File: config.mk
export PLATFORM = sky130hd
export DESIGN_NAME = pwmPair
export DESIGN_NICKNAME = d
export VERILOG_FILES = /design/src/rtl/pwmPairPkg.sv /design/src/rtl/pwmPairStep.sv /design/src/rtl/pwmPairCtrl.sv /design/src/rtl/pwmPairDatapath.sv /design/src/rtl/pwmPair.sv
export SDC_FILE = /design/constraint.sdc
export NUM_CORES = 1
export LEC_CHECK = 0
export CORE_MARGIN = 2
export CORE_UTILIZATION = 63
export DETAILED_ROUTE_END_ITERATION = 16
export GPL_TIMING_DRIVEN = 0
export PLACE_DENSITY = 0.82
export SYNTH_ARGS = -nofsm -noshare
export SYNTH_HDL_FRONTEND = slang
export SYNTH_SLANG_ARGS = --single-unit
File: constraint.sdc
create_clock -name clk -period 4.2 [get_ports clk]
set_clock_uncertainty 0.1 [all_clocks]
set_input_delay 0.84 -clock clk [delete_from_list [all_inputs] [get_ports clk]]
set_output_delay 0.84 -clock clk [all_outputs]
set_load 0.03 [all_outputs]
File: src/rtl/pwmPairPkg.sv
`timescale 1ns/1ps
package pwmPairPkg;
  localparam int ADDR_W   = 4;
  localparam int CFG_BITS = 4;
  localparam int CFG_EN   = 0;
  localparam int CFG_POL  = 1;
  localparam int CFG_CTR  = 2;
  localparam int CFG_SEL  = 3;

  typedef enum logic [ADDR_W-1:0] {
    REG_CFG_LO  = 4'd0,
    REG_CFG_HI  = 4'd1,
    REG_MODE    = 4'd2,
    REG_CNT_LO  = 4'd3,
    REG_CNT_HI  = 4'd4,
    REG_PER_LO  = 4'd5,
    REG_PER_HI  = 4'd6,
    REG_DUTY_LO = 4'd7,
    REG_DUTY_HI = 4'd8
  } regAddr_e;

  typedef struct packed {
    logic       cat;
    logic [1:0] sel;
    logic [1:0] center;
    logic [1:0] pol;
    logic [1:0] en;
  } pwmCfg_t;

  typedef struct packed {
    logic [1:0] cntClr;
  } pwmStrobe_t;
endpackage

File: src/rtl/pwmPairStep.sv
`timescale 1ns/1ps
module pwmPairStep #(
  parameter int N = 8
) (
  input  logic [N-1:0] cnt,
  input  logic [N-1:0] per,
  input  logic [N-1:0] duty,
  input  logic         countUp,
  input  logic         center,
  input  logic         tick,
  output logic [N-1:0] nextCnt,
  output logic         nextUp,
  output logic         periodEnd,
  output logic         inActive
);
  localparam logic [N-1:0] ONE = N'(1);

  always_comb begin
    nextCnt   = cnt;
    nextUp    = countUp;
    periodEnd = 1'b0;
    if (tick) begin
      if (per == '0) begin
        nextCnt   = '0;
        nextUp    = 1'b1;
        periodEnd = 1'b1;
      end else if (!center) begin
        nextUp = 1'b1;
        if (cnt >= per - ONE) begin
          nextCnt   = '0;
          periodEnd = 1'b1;
        end else begin
          nextCnt = cnt + ONE;
        end
      end else if (countUp) begin
        if (cnt >= per) begin
          nextCnt = cnt - ONE;
          nextUp  = 1'b0;
        end else begin
          nextCnt = cnt + ONE;
          nextUp  = (cnt + ONE) < per;
        end
      end else begin
        if (cnt <= ONE) begin
          nextCnt   = '0;
          nextUp    = 1'b1;
          periodEnd = 1'b1;
        end else begin
          nextCnt = cnt - ONE;
        end
      end
    end
  end

  assign inActive = (per == '0) || (duty >= per) || (cnt < duty);
endmodule

File: src/rtl/pwmPairCtrl.sv
`timescale 1ns/1ps
module pwmPairCtrl
  import pwmPairPkg::*;
#(
  parameter int W = 8
) (
  input  logic                  clk,
  input  logic                  rstN,
  input  logic [ADDR_W-1:0]     addr,
  input  logic                  wrEn,
  input  logic [W-1:0]          wrData,
  input  logic                  rdEn,
  output logic [W-1:0]          rdData,
  input  logic [1:0][W-1:0]     cnt,
  output pwmCfg_t               cfg,
  output pwmStrobe_t            strb,
  output logic [1:0][W-1:0]     perBuf,
  output logic [1:0][W-1:0]     dutyBuf
);
  logic [1:0][CFG_BITS-1:0] cfgReg;
  logic                     catReg;
  logic [W-1:0]             latchLo;
  logic                     latchValid;
  logic                     hitCntLo, hitCntHi;

  assign hitCntLo = (addr == REG_CNT_LO);
  assign hitCntHi = (addr == REG_CNT_HI);

  always_ff @(posedge clk) begin
    if (!rstN) begin
      cfgReg     <= '0;
      catReg     <= 1'b0;
      perBuf     <= '0;
      dutyBuf    <= '0;
      latchLo    <= '0;
      latchValid <= 1'b0;
    end else begin
      if (wrEn) begin
        case (addr)
          REG_CFG_LO:  cfgReg[0]  <= wrData[CFG_BITS-1:0];
          REG_CFG_HI:  cfgReg[1]  <= wrData[CFG_BITS-1:0];
          REG_MODE:    catReg     <= wrData[0];
          REG_PER_LO:  perBuf[0]  <= wrData;
          REG_PER_HI:  perBuf[1]  <= wrData;
          REG_DUTY_LO: dutyBuf[0] <= wrData;
          REG_DUTY_HI: dutyBuf[1] <= wrData;
          default: ;
        endcase
      end
      if (rdEn && hitCntHi && catReg) begin
        latchLo    <= cnt[0];
        latchValid <= 1'b1;
      end else if (rdEn && hitCntLo) begin
        latchValid <= 1'b0;
      end
    end
  end

  always_comb begin
    for (int i = 0; i < 2; i++) begin
      cfg.en[i]     = cfgReg[i][CFG_EN];
      cfg.pol[i]    = cfgReg[i][CFG_POL];
      cfg.center[i] = cfgReg[i][CFG_CTR];
      cfg.sel[i]    = cfgReg[i][CFG_SEL];
    end
    cfg.cat = catReg;
  end

  assign strb.cntClr[0] = wrEn && (hitCntLo || (catReg && hitCntHi));
  assign strb.cntClr[1] = wrEn && (hitCntHi || (catReg && hitCntLo));

  always_comb begin
    rdData = '0;
    case (addr)
      REG_CFG_LO:  rdData = W'(cfgReg[0]);
      REG_CFG_HI:  rdData = W'(cfgReg[1]);
      REG_MODE:    rdData = W'(catReg);
      REG_CNT_LO:  rdData = (catReg && latchValid) ? latchLo : cnt[0];
      REG_CNT_HI:  rdData = cnt[1];
      REG_PER_LO:  rdData = perBuf[0];
      REG_PER_HI:  rdData = perBuf[1];
      REG_DUTY_LO: rdData = dutyBuf[0];
      REG_DUTY_HI: rdData = dutyBuf[1];
      default:     rdData = '0;
    endcase
  end
endmodule

File: src/rtl/pwmPairDatapath.sv
`timescale 1ns/1ps
module pwmPairDatapath
  import pwmPairPkg::*;
#(
  parameter int W = 8
) (
  input  logic              clk,
  input  logic              rstN,
  input  logic              clkEnA,
  input  logic              clkEnB,
  input  pwmCfg_t           cfg,
  input  pwmStrobe_t        strb,
  input  logic [1:0][W-1:0] perBuf,
  input  logic [1:0][W-1:0] dutyBuf,
  output logic [1:0][W-1:0] cnt,
  output logic              pwmLo,
  output logic              pwmHi
);
  localparam int JW = 2 * W;

  logic [1:0][W-1:0] perAct, dutyAct;
  logic [1:0]        upR;
  logic [1:0]        tick;
  logic [1:0][W-1:0] chNext;
  logic [1:0]        chUp, chEnd, chAct;
  logic [JW-1:0]     catNext;
  logic              catUp, catEnd, catAct;

  for (genvar i = 0; i < 2; i++) begin : gCh
    assign tick[i] = cfg.en[i] && (cfg.sel[i] ? clkEnB : clkEnA);
    pwmPairStep #(.N(W)) uStep (
      .cnt(cnt[i]), .per(perAct[i]), .duty(dutyAct[i]),
      .countUp(upR[i]), .center(cfg.center[i]), .tick(tick[i]),
      .nextCnt(chNext[i]), .nextUp(chUp[i]),
      .periodEnd(chEnd[i]), .inActive(chAct[i])
    );
  end

  pwmPairStep #(.N(JW)) uStepCat (
    .cnt(cnt), .per(perAct), .duty(dutyAct),
    .countUp(upR[0]), .center(cfg.center[0]), .tick(tick[0]),
    .nextCnt(catNext), .nextUp(catUp),
    .periodEnd(catEnd), .inActive(catAct)
  );

  always_ff @(posedge clk) begin
    if (!rstN) begin
      cnt     <= '0;
      upR     <= '1;
      perAct  <= '0;
      dutyAct <= '0;
    end else if (cfg.cat) begin
      if (!cfg.en[0]) begin
        cnt     <= '0;
        upR     <= '1;
        perAct  <= perBuf;
        dutyAct <= dutyBuf;
      end else if (|strb.cntClr) begin
        cnt    <= '0;
        upR[0] <= 1'b1;
      end else begin
        cnt    <= catNext;
        upR[0] <= catUp;
        if (catEnd) begin
          perAct  <= perBuf;
          dutyAct <= dutyBuf;
        end
      end
    end else begin
      for (int i = 0; i < 2; i++) begin
        if (!cfg.en[i]) begin
          cnt[i]     <= '0;
          upR[i]     <= 1'b1;
          perAct[i]  <= perBuf[i];
          dutyAct[i] <= dutyBuf[i];
        end else if (strb.cntClr[i]) begin
          cnt[i] <= '0;
          upR[i] <= 1'b1;
        end else begin
          cnt[i] <= chNext[i];
          upR[i] <= chUp[i];
          if (chEnd[i]) begin
            perAct[i]  <= perBuf[i];
            dutyAct[i] <= dutyBuf[i];
          end
        end
      end
    end
  end

  logic loActive;
  assign loActive = cfg.cat ? catAct : chAct[0];
  assign pwmLo = cfg.en[0] && (loActive ? cfg.pol[0] : !cfg.pol[0]);
  assign pwmHi = !cfg.cat && cfg.en[1] && (chAct[1] ? cfg.pol[1] : !cfg.pol[1]);
endmodule

File: src/rtl/pwmPair.sv
`timescale 1ns/1ps
module pwmPair
  import pwmPairPkg::*;
#(
  parameter int CH_WIDTH = 8
) (
  input  logic                clk,
  input  logic                rstN,
  input  logic                clkEnA,
  input  logic                clkEnB,
  input  logic [ADDR_W-1:0]   busAddr,
  input  logic                busWrEn,
  input  logic [CH_WIDTH-1:0] busWrData,
  input  logic                busRdEn,
  output logic [CH_WIDTH-1:0] busRdData,
  output logic                pwmLo,
  output logic                pwmHi
);
  pwmCfg_t                  cfgBus;
  pwmStrobe_t               strbBus;
  logic [1:0][CH_WIDTH-1:0] cntAll, perBuf, dutyBuf;

  pwmPairCtrl #(.W(CH_WIDTH)) uCtrl (
    .clk(clk), .rstN(rstN), .addr(busAddr), .wrEn(busWrEn),
    .wrData(busWrData), .rdEn(busRdEn), .rdData(busRdData),
    .cnt(cntAll), .cfg(cfgBus), .strb(strbBus),
    .perBuf(perBuf), .dutyBuf(dutyBuf)
  );

  pwmPairDatapath #(.W(CH_WIDTH)) uDp (
    .clk(clk), .rstN(rstN), .clkEnA(clkEnA), .clkEnB(clkEnB),
    .cfg(cfgBus), .strb(strbBus), .perBuf(perBuf), .dutyBuf(dutyBuf),
    .cnt(cntAll), .pwmLo(pwmLo), .pwmHi(pwmHi)
  );
endmodule

==> results.cfg, run 1 <==
[global_routing]
antenna_found_initial = 0
grt_first_pass_wirelength_um = 43300
grt_pass1_vias = 8275
grt_max_degree = 19
grt_overflow_total = 0
grt_usage_pct = 37.4

[sta]
fmax_mhz = 243
period_minus_slack_ns = 4.11
slew_viol_final = 0
tightestPinTransition_ns = 0.776
fin_crit_sh_pct = 97.9
fin_ws_ns = 0.0862
hold_viol_final = 0
maxSlewHeadroom_pct = 48.3
finalSetupViolCount = 0

[power_and_ir_drop]
finalPower_mw = 2.05
p_int_mw = 1.47
netSwitchingPower_mw = 0.579
p_clk_share_pct = 41.6
total_leakage_power_nw = 4.29
seqPwrFrac_pct = 47.1
p_sw_share_pct = 28.3
p_per_area_nw_per_um2 = 210
peakVddDrop_v = 0.000290
comb_power_share_pct = 11.3

[clocking]
cts_root_buf = clkbuf_16
clock_sinks = 100
cts_made_buffers = 9
path_clk_slew_ns = 0.07
clk_latency_ns = 0.36
cts_tree = done
htree_num_levels = 3
clockBufferDepth = 2

[outcome]
status = finished, final reports clean

[placed_design]
place.detailed.hpwl_um = 21300
port_buffers = 27
place_area_um2 = 9320
dp_cells = 1345
dpl_worst_slack_ns = -0.779
place_congestion = 1.05

[die]
io-pin-count = 28
dieArea_um2 = 15000
die_y_um = 122
fp-row-count = 43
start_util_pct = 64.1
die_w_um = 122
core-area_um2 = 13800

[worst_hold_path]
holdPathEnd = uDp.perAct[13]$_SDFFE_PN0P_
whs_path_depth = 2
min_path_type = reg -> reg
min_from = uCtrl.perBuf[13]$_SDFFE_PN0P_

[route]
drcViolationCount = 0
avgViaCountPerCell = 6.55
drt_first_pass_iters = 5
drtIter0Drc = 967
drt.antenna.violating_nets = 0
post_drt_wl_per_cell_um = 20.3
drt-total-wl_um = 27700
dr_total_vias = 8909

[synthesis]
ys_ff_latch = 100
synthFlopType = dfxtp_1
syn_inst = 1138
yosysWarnings = 0
syn_area_per_cell_um2 = 7.76
yosysUniqueCellTypes = 75
netlist_area_um2 = 8830
synth_nets = 1264
ys_seq_area_share_pct = 22.7
async_reset_ff_share_pct = 0
synth_edf_count = 0

[setup_path]
r2r_cells = 15
arrival_ns = 3.17
r2r-end = uDp.cnt[14]$_SDFFE_PN0P_
crit_start = busAddr[0]
cp.required_ns = 3.26
path_max_fanout = 10
setup.worst_path.start_class = input port
path_class = in -> out
crit_path_end_kind = output port
reg2reg_slack_ns = 0.13
rr_startpoint = uDp.perAct[9]$_SDFFE_PN0P_

[cells_and_area]
antennaDiodeCount = 0
final_area_um2 = 9740
area_delta_synth_final_pct = 10.3
drive_above_1_share_pct = 7.03
finalNetCount = 1302
fin_cells = 1361

[flow_run]
drv_cap = 0
[metal layers]
metal	track usage [%]	routed length, um	vias to the layer above	share of wire (%)
met4	19.5	1580	0	5.7
met5	0	0	-	0
li1	-	-	4177	-
met1	48.7	11200	4133	40
met2	60.2	12500	500	45
met3	5.02	2400	99	8.7
[per-stage QoR]
stage                     setup TNS (ns)  utilization [%]  hold WS, ns
after global placement            -13.69             67.7        0.364
final                                  0             70.7        0.389
after global routing             -0.0111             70.7        0.405
after floorplan                        0                -        0.343
after CTS                              0             70.1        0.382
after detailed placement          -13.58             67.7        0.373
[state kept, by name (all words and copies together), names as in the netlist]
signal,cells
uCtrl.dutyBuf,16
uCtrl.perBuf,16
uDp.cnt,16
uDp.dutyAct,16
uDp.perAct,16
uCtrl.cfg,8
uCtrl.latchLo,8
uDp.upR,2
uCtrl.catReg,1
uCtrl.latchValid,1
[worst max-delay path, stage by stage]
cell	delay, ns
clkdlybuf4s50_1	0.56
buf_4	0.22
buf_2	0.28
mux2i_1	0.23
o21ai_0	0.14
a2111oi_0	0.49
a21oi_1	0.10
clkdlybuf4s15_2	0.30
[synthesized netlist by cell type, types with 5 or more instances]
library cell  count  area share [%]
a211o_1           7            0.69
a211oi_1          5            0.43
a21boi_0          5            0.43
a21o_1           15             1.3
a21oi_1          83             4.7
a221oi_1         10            0.99
a22o_1            6            0.60
a31oi_1          12            0.85
and2_1            7            0.50
and3_1           13            0.92
and4_1            5            0.50
buf_1             8            0.34
clkbuf_1         50             2.1
dfxtp_1         100              23
ha_1            108              15
inv_1            48             2.0
mux2_2            9             1.1
mux2i_1          71             8.1
nand2_1         166             7.1
nand2b_1         16             1.1
nand3_1          40             2.3
nand4_1          17             1.2
nor2_1           76             3.2
nor2b_1          17             1.2
nor3_1           26             1.5
o211ai_1          9            0.77
o21a_1            8            0.68
o21ai_0          52             2.9
o21ai_1           5            0.28
or3_1            11            0.78
xnor2_1          33             3.3
xor2_1           16             1.6
[power groups by stage]
stage / logic, mW / clock network (mW) / registers, mW
4_1_cts: 0.223 / 0.843 / 0.963
6_report: 0.231 / 0.851 / 0.964
5_1_grt: 0.247 / 0.883 / 0.964
3_5_place_dp: 0.220 / 0 / 0.985
2_1_floorplan: 0.141 / 0 / 0.982
3_3_place_gp: 0.218 / 0 / 0.985
[area by class of cell]
cell class                 count  area [um^2]
buffer                        67          313
clock inverter                 6         53.8
fill                        1160         4040
inverter                      48          180
sequential                   100         2010
clock buffer                  10          239
multi-input combinational    922         6440
tap                          180          225
timing repair buffer          28          278
[cell families (layout without fill, tap and decap cells)]
family / after synthesis / in the layout / share of synthesized area, %
simple gates: 421 / 421 / 22.6
compound gates: 263 / 263 / 19.7
buf+inv: 116 / 159 / 5.41
fa+ha+maj: 108 / 108 / 15.3
flops: 100 / 100 / 22.7
mux: 81 / 81 / 9.45
xor+xnor: 49 / 49 / 4.86
[cells in the final DEF, fill, tap and decap left out, drive strengths merged, types with 7 or more instances in the layout]
cell | Yosys | layout
nand2 | 167 | 167
ha | 108 | 108
dfxtp | 100 | 100
a21oi | 83 | 83
nor2 | 76 | 76
mux2i | 71 | 71
clkbuf | 50 | 60
o21ai | 58 | 58
inv | 48 | 51
nand3 | 40 | 40
xnor2 | 33 | 33
nor3 | 26 | 26
buf | 18 | 19
nand4 | 17 | 17
nor2b | 17 | 17
xor2 | 16 | 16
clkdlybuf4s50 | 0 | 16
nand2b | 16 | 16
a21o | 15 | 15
and3 | 13 | 13
a31oi | 12 | 12
or3 | 11 | 11
a221oi | 10 | 10
mux2 | 9 | 9
o211ai | 9 | 9
o21a | 8 | 8
and2 | 7 | 7
a211o | 7 | 7
[worst max-delay path by stage]
| stage | end | slack [ns] |
|---|---|---|
| finish | busRdData[3] | 0.09 |
| global route | busRdData[3] | -0.008 |
| CTS | busRdData[5] | 0.005 |
| detailed placement | busRdData[2] | -0.78 |
| global placement | busRdData[2] | -0.80 |
| floorplan | uDp.cnt[13]$_SDFFE_PN0P_ | 0.35 |
[repair_timing]
| action | 4_1_cts | 5_1_grt |
|---|---|---|
| setup buffers | 1 | 0 |
| cloned | 0 | 0 |
| setup endpoints to repair | 49 | 38 |
| hold buffers | 0 | 0 |
| pin swaps | 0 | 2 |
| gates resized for setup | 31 | 27 |
Note: power is estimated with default switching activity, not from simulation.
==> run 2, diff against run 1 <==
- CORE_UTILIZATION: 63 -> 57
- CTS_CLUSTER_SIZE: unset -> 20
- PLACE_DENSITY: 0.82 -> 0.79
- clock period: 4.2 -> 3.65 ns (I/O delays scaled with it)
==> results.cfg, run 2 (synthesis results as in run 1) <==
[outcome]
status = finished with violations
violations = setup timing

[die]
io-pin-count = 28
core-area_um2 = 15100
start_util_pct = 58.3
die_y_um = 128
fp-row-count = 45
die_w_um = 128
dieArea_um2 = 16500

[setup_path]
setup.worst_path.start_class = register
arrival_ns = 3.88
rr_startpoint = uDp.perAct[9]$_SDFFE_PN0P_
path_class = reg -> reg
crit_path_end_kind = register
r2r-end = uDp.dutyAct[1]$_SDFFE_PN0P_
path_max_fanout = 5
r2r_cells = 15
worst_path_max_delay_cell = a221oi_4
reg2reg_slack_ns = -0.05
crit_chain = inv_4 > ha_4 > or3b_4 > nor3_4 > nand2_1 > xnor2_1 > ha_1 > a21o_1 > a211o_1 > a221oi_4 > a31oi_4 > o211a_1 > buf_6 > buf_12 > mux2i_1
cp.required_ns = 3.83
max_stage_delay_ns = 0.42

[cells_and_area]
layout_commonest_cell = nand2_1
fillers = 1188
final_area_um2 = 10400
drive_above_1_share_pct = 14.1
area_delta_synth_final_pct = 17.5
final_cell_mix = 162 x nand2_1, 105 x ha_1, 88 x dfxtp_1
finalNetCount = 1333
antennaDiodeCount = 0

[route]
drt_first_pass_iters = 8
drtIter0Drc = 1065
drcViolationCount = 0
post_drt_wl_per_cell_um = 21.5
dr_total_vias = 9138
avgViaCountPerCell = 6.53
drt.antenna.violating_nets = 0
drt-total-wl_um = 30100

[global_routing]
grt_max_degree = 19
grt_overflow_total = 0
grt_usage_pct = 35.7
grt_pass1_vias = 8609
antenna_found_initial = 0
grt_first_pass_wirelength_um = 45800

[flow_run]
drv_cap = 0

[sta]
rsz0062_at_grt = true
period_minus_slack_ns = 3.70
fmax_mhz = 270
hold_viol_final = 0
slew_viol_final = 0
maxSlewHeadroom_pct = 42.5
fin_crit_sh_pct = 101
whs_ns = 0.386
tightestPinTransition_ns = 0.862
fin_ws_ns = -0.0499
finalSetupViolCount = 7

[clocking]
clockBufferDepth = 2
htree_num_levels = 3
cts_tree = done
clock_sinks = 100
path_clk_slew_ns = 0.08
clk_latency_ns = 0.37
cts_made_buffers = 9
cts_root_buf = clkbuf_16
cts_hold_buf = 0

[worst_hold_path]
min_path_type = reg -> reg
holdPathEnd = uCtrl.dutyBuf[15]$_SDFFE_PN0P_
min_from = uCtrl.dutyBuf[15]$_SDFFE_PN0P_
whs_path_depth = 2

[power_and_ir_drop]
total_leakage_power_nw = 4.57
p_per_area_nw_per_um2 = 228
peakVddDrop_v = 0.000268
finalPower_mw = 2.36

[placed_design]
port_buffers = 27
place_area_um2 = 9350
place.detailed.hpwl_um = 21700
place_congestion = 1.04
## run 2: changes by cell type in the layout (fill, tap and decap cells not counted), sizes merged
cell / previous run / this run
buf: 19 / 62
clkbuf: 60 / 52
dlygate4sd2: 4 / 2
dlymetal6s2s: 3 / 1
clkdlybuf4s15: 3 / 2
## run 2: area by class of cell
class	count	area, um^2	share of cell area (%)
clock inverters	6	55.1	0.531
inverters	48	191	1.84
well taps	188	235	2.27
clock buffers	9	225	2.17
plain buffers	65	355	3.42
multi-input cells	922	6690	64.5
flip-flops and latches	100	2040	19.6
repair buffers	61	583	5.62
## run 2: per-stage QoR
| step | setup TNS (ns) | setup WS (ns) | utilization, % | instances |
|---|---|---|---|---|
| after floorplan | 0 | 0.0965 | - | 1138 |
| after global placement | -42.07 | -1.06 | 61.7 | 1353 |
| after detailed placement | -45.67 | -1.06 | 61.7 | 1353 |
| after CTS | -0.0191 | -0.0168 | 66.3 | 1387 |
| after global routing | -5.37 | -0.177 | 68.5 | 1399 |
| final | -0.143 | -0.0499 | 68.5 | 1399 |
## run 2: timing repair
| item | 4_1_cts | 5_1_grt |
|---|---|---|
| setup buffers | 20 | 12 |
| cloned | 1 | 2 |
| resized for setup | 119 | 74 |
| setup endpoints to repair | 59 | 56 |
| pin swaps | 16 | 34 |
## run 2: routing by layer
metal / global-route usage, % / share of wire (%) / wire length, um / up-vias
met4: 20.1 / 5.9 / 1790 / 0
met1: 45.5 / 41 / 12200 / 4234
met5: 0 / 0 / 0 / -
met3: 5.45 / 8.4 / 2530 / 139
li1: - / - / - / 4237
met2: 57.9 / 45 / 13500 / 528
## run 2: worst max path at each step
| stage | cells after the start | start | endpoint |
|---|---|---|---|
| global placement | 9 | busAddr[0] | busRdData[2] |
| CTS | 14 | uDp.perAct[9]$_SDFFE_PN0P_ | uDp.cnt[14]$_SDFFE_PN0P_ |
| finish | 15 | uDp.perAct[9]$_SDFFE_PN0P_ | uDp.dutyAct[1]$_SDFFE_PN0P_ |
| detailed placement | 14 | uDp.perAct[0]$_SDFFE_PN0P_ | uDp.cnt[14]$_SDFFE_PN0P_ |
| floorplan | 15 | uDp.perAct[8]$_SDFFE_PN0P_ | uDp.cnt[14]$_SDFFE_PN0P_ |
| global route | 15 | uDp.perAct[9]$_SDFFE_PN0P_ | uDp.dutyAct[7]$_SDFFE_PN0P_ |
## run 2: power breakdown
group          leakage [nW]  switching (mW)  internal, mW
Clock                 0.139           0.488         0.475
Combinational          3.61           0.183         0.111
Sequential            0.815          0.0116          1.09
## run 2: worst max-delay path: cells and delay by family (launching register included)
family | cells | cell delay (ns)
compound gates | 5 | 1.29
xor+xnor | 1 | 0.15
fa+ha+maj | 2 | 0.47
buf+inv | 3 | 0.35
flops | 1 | 0.36
mux | 1 | 0.18
simple gates | 3 | 0.69
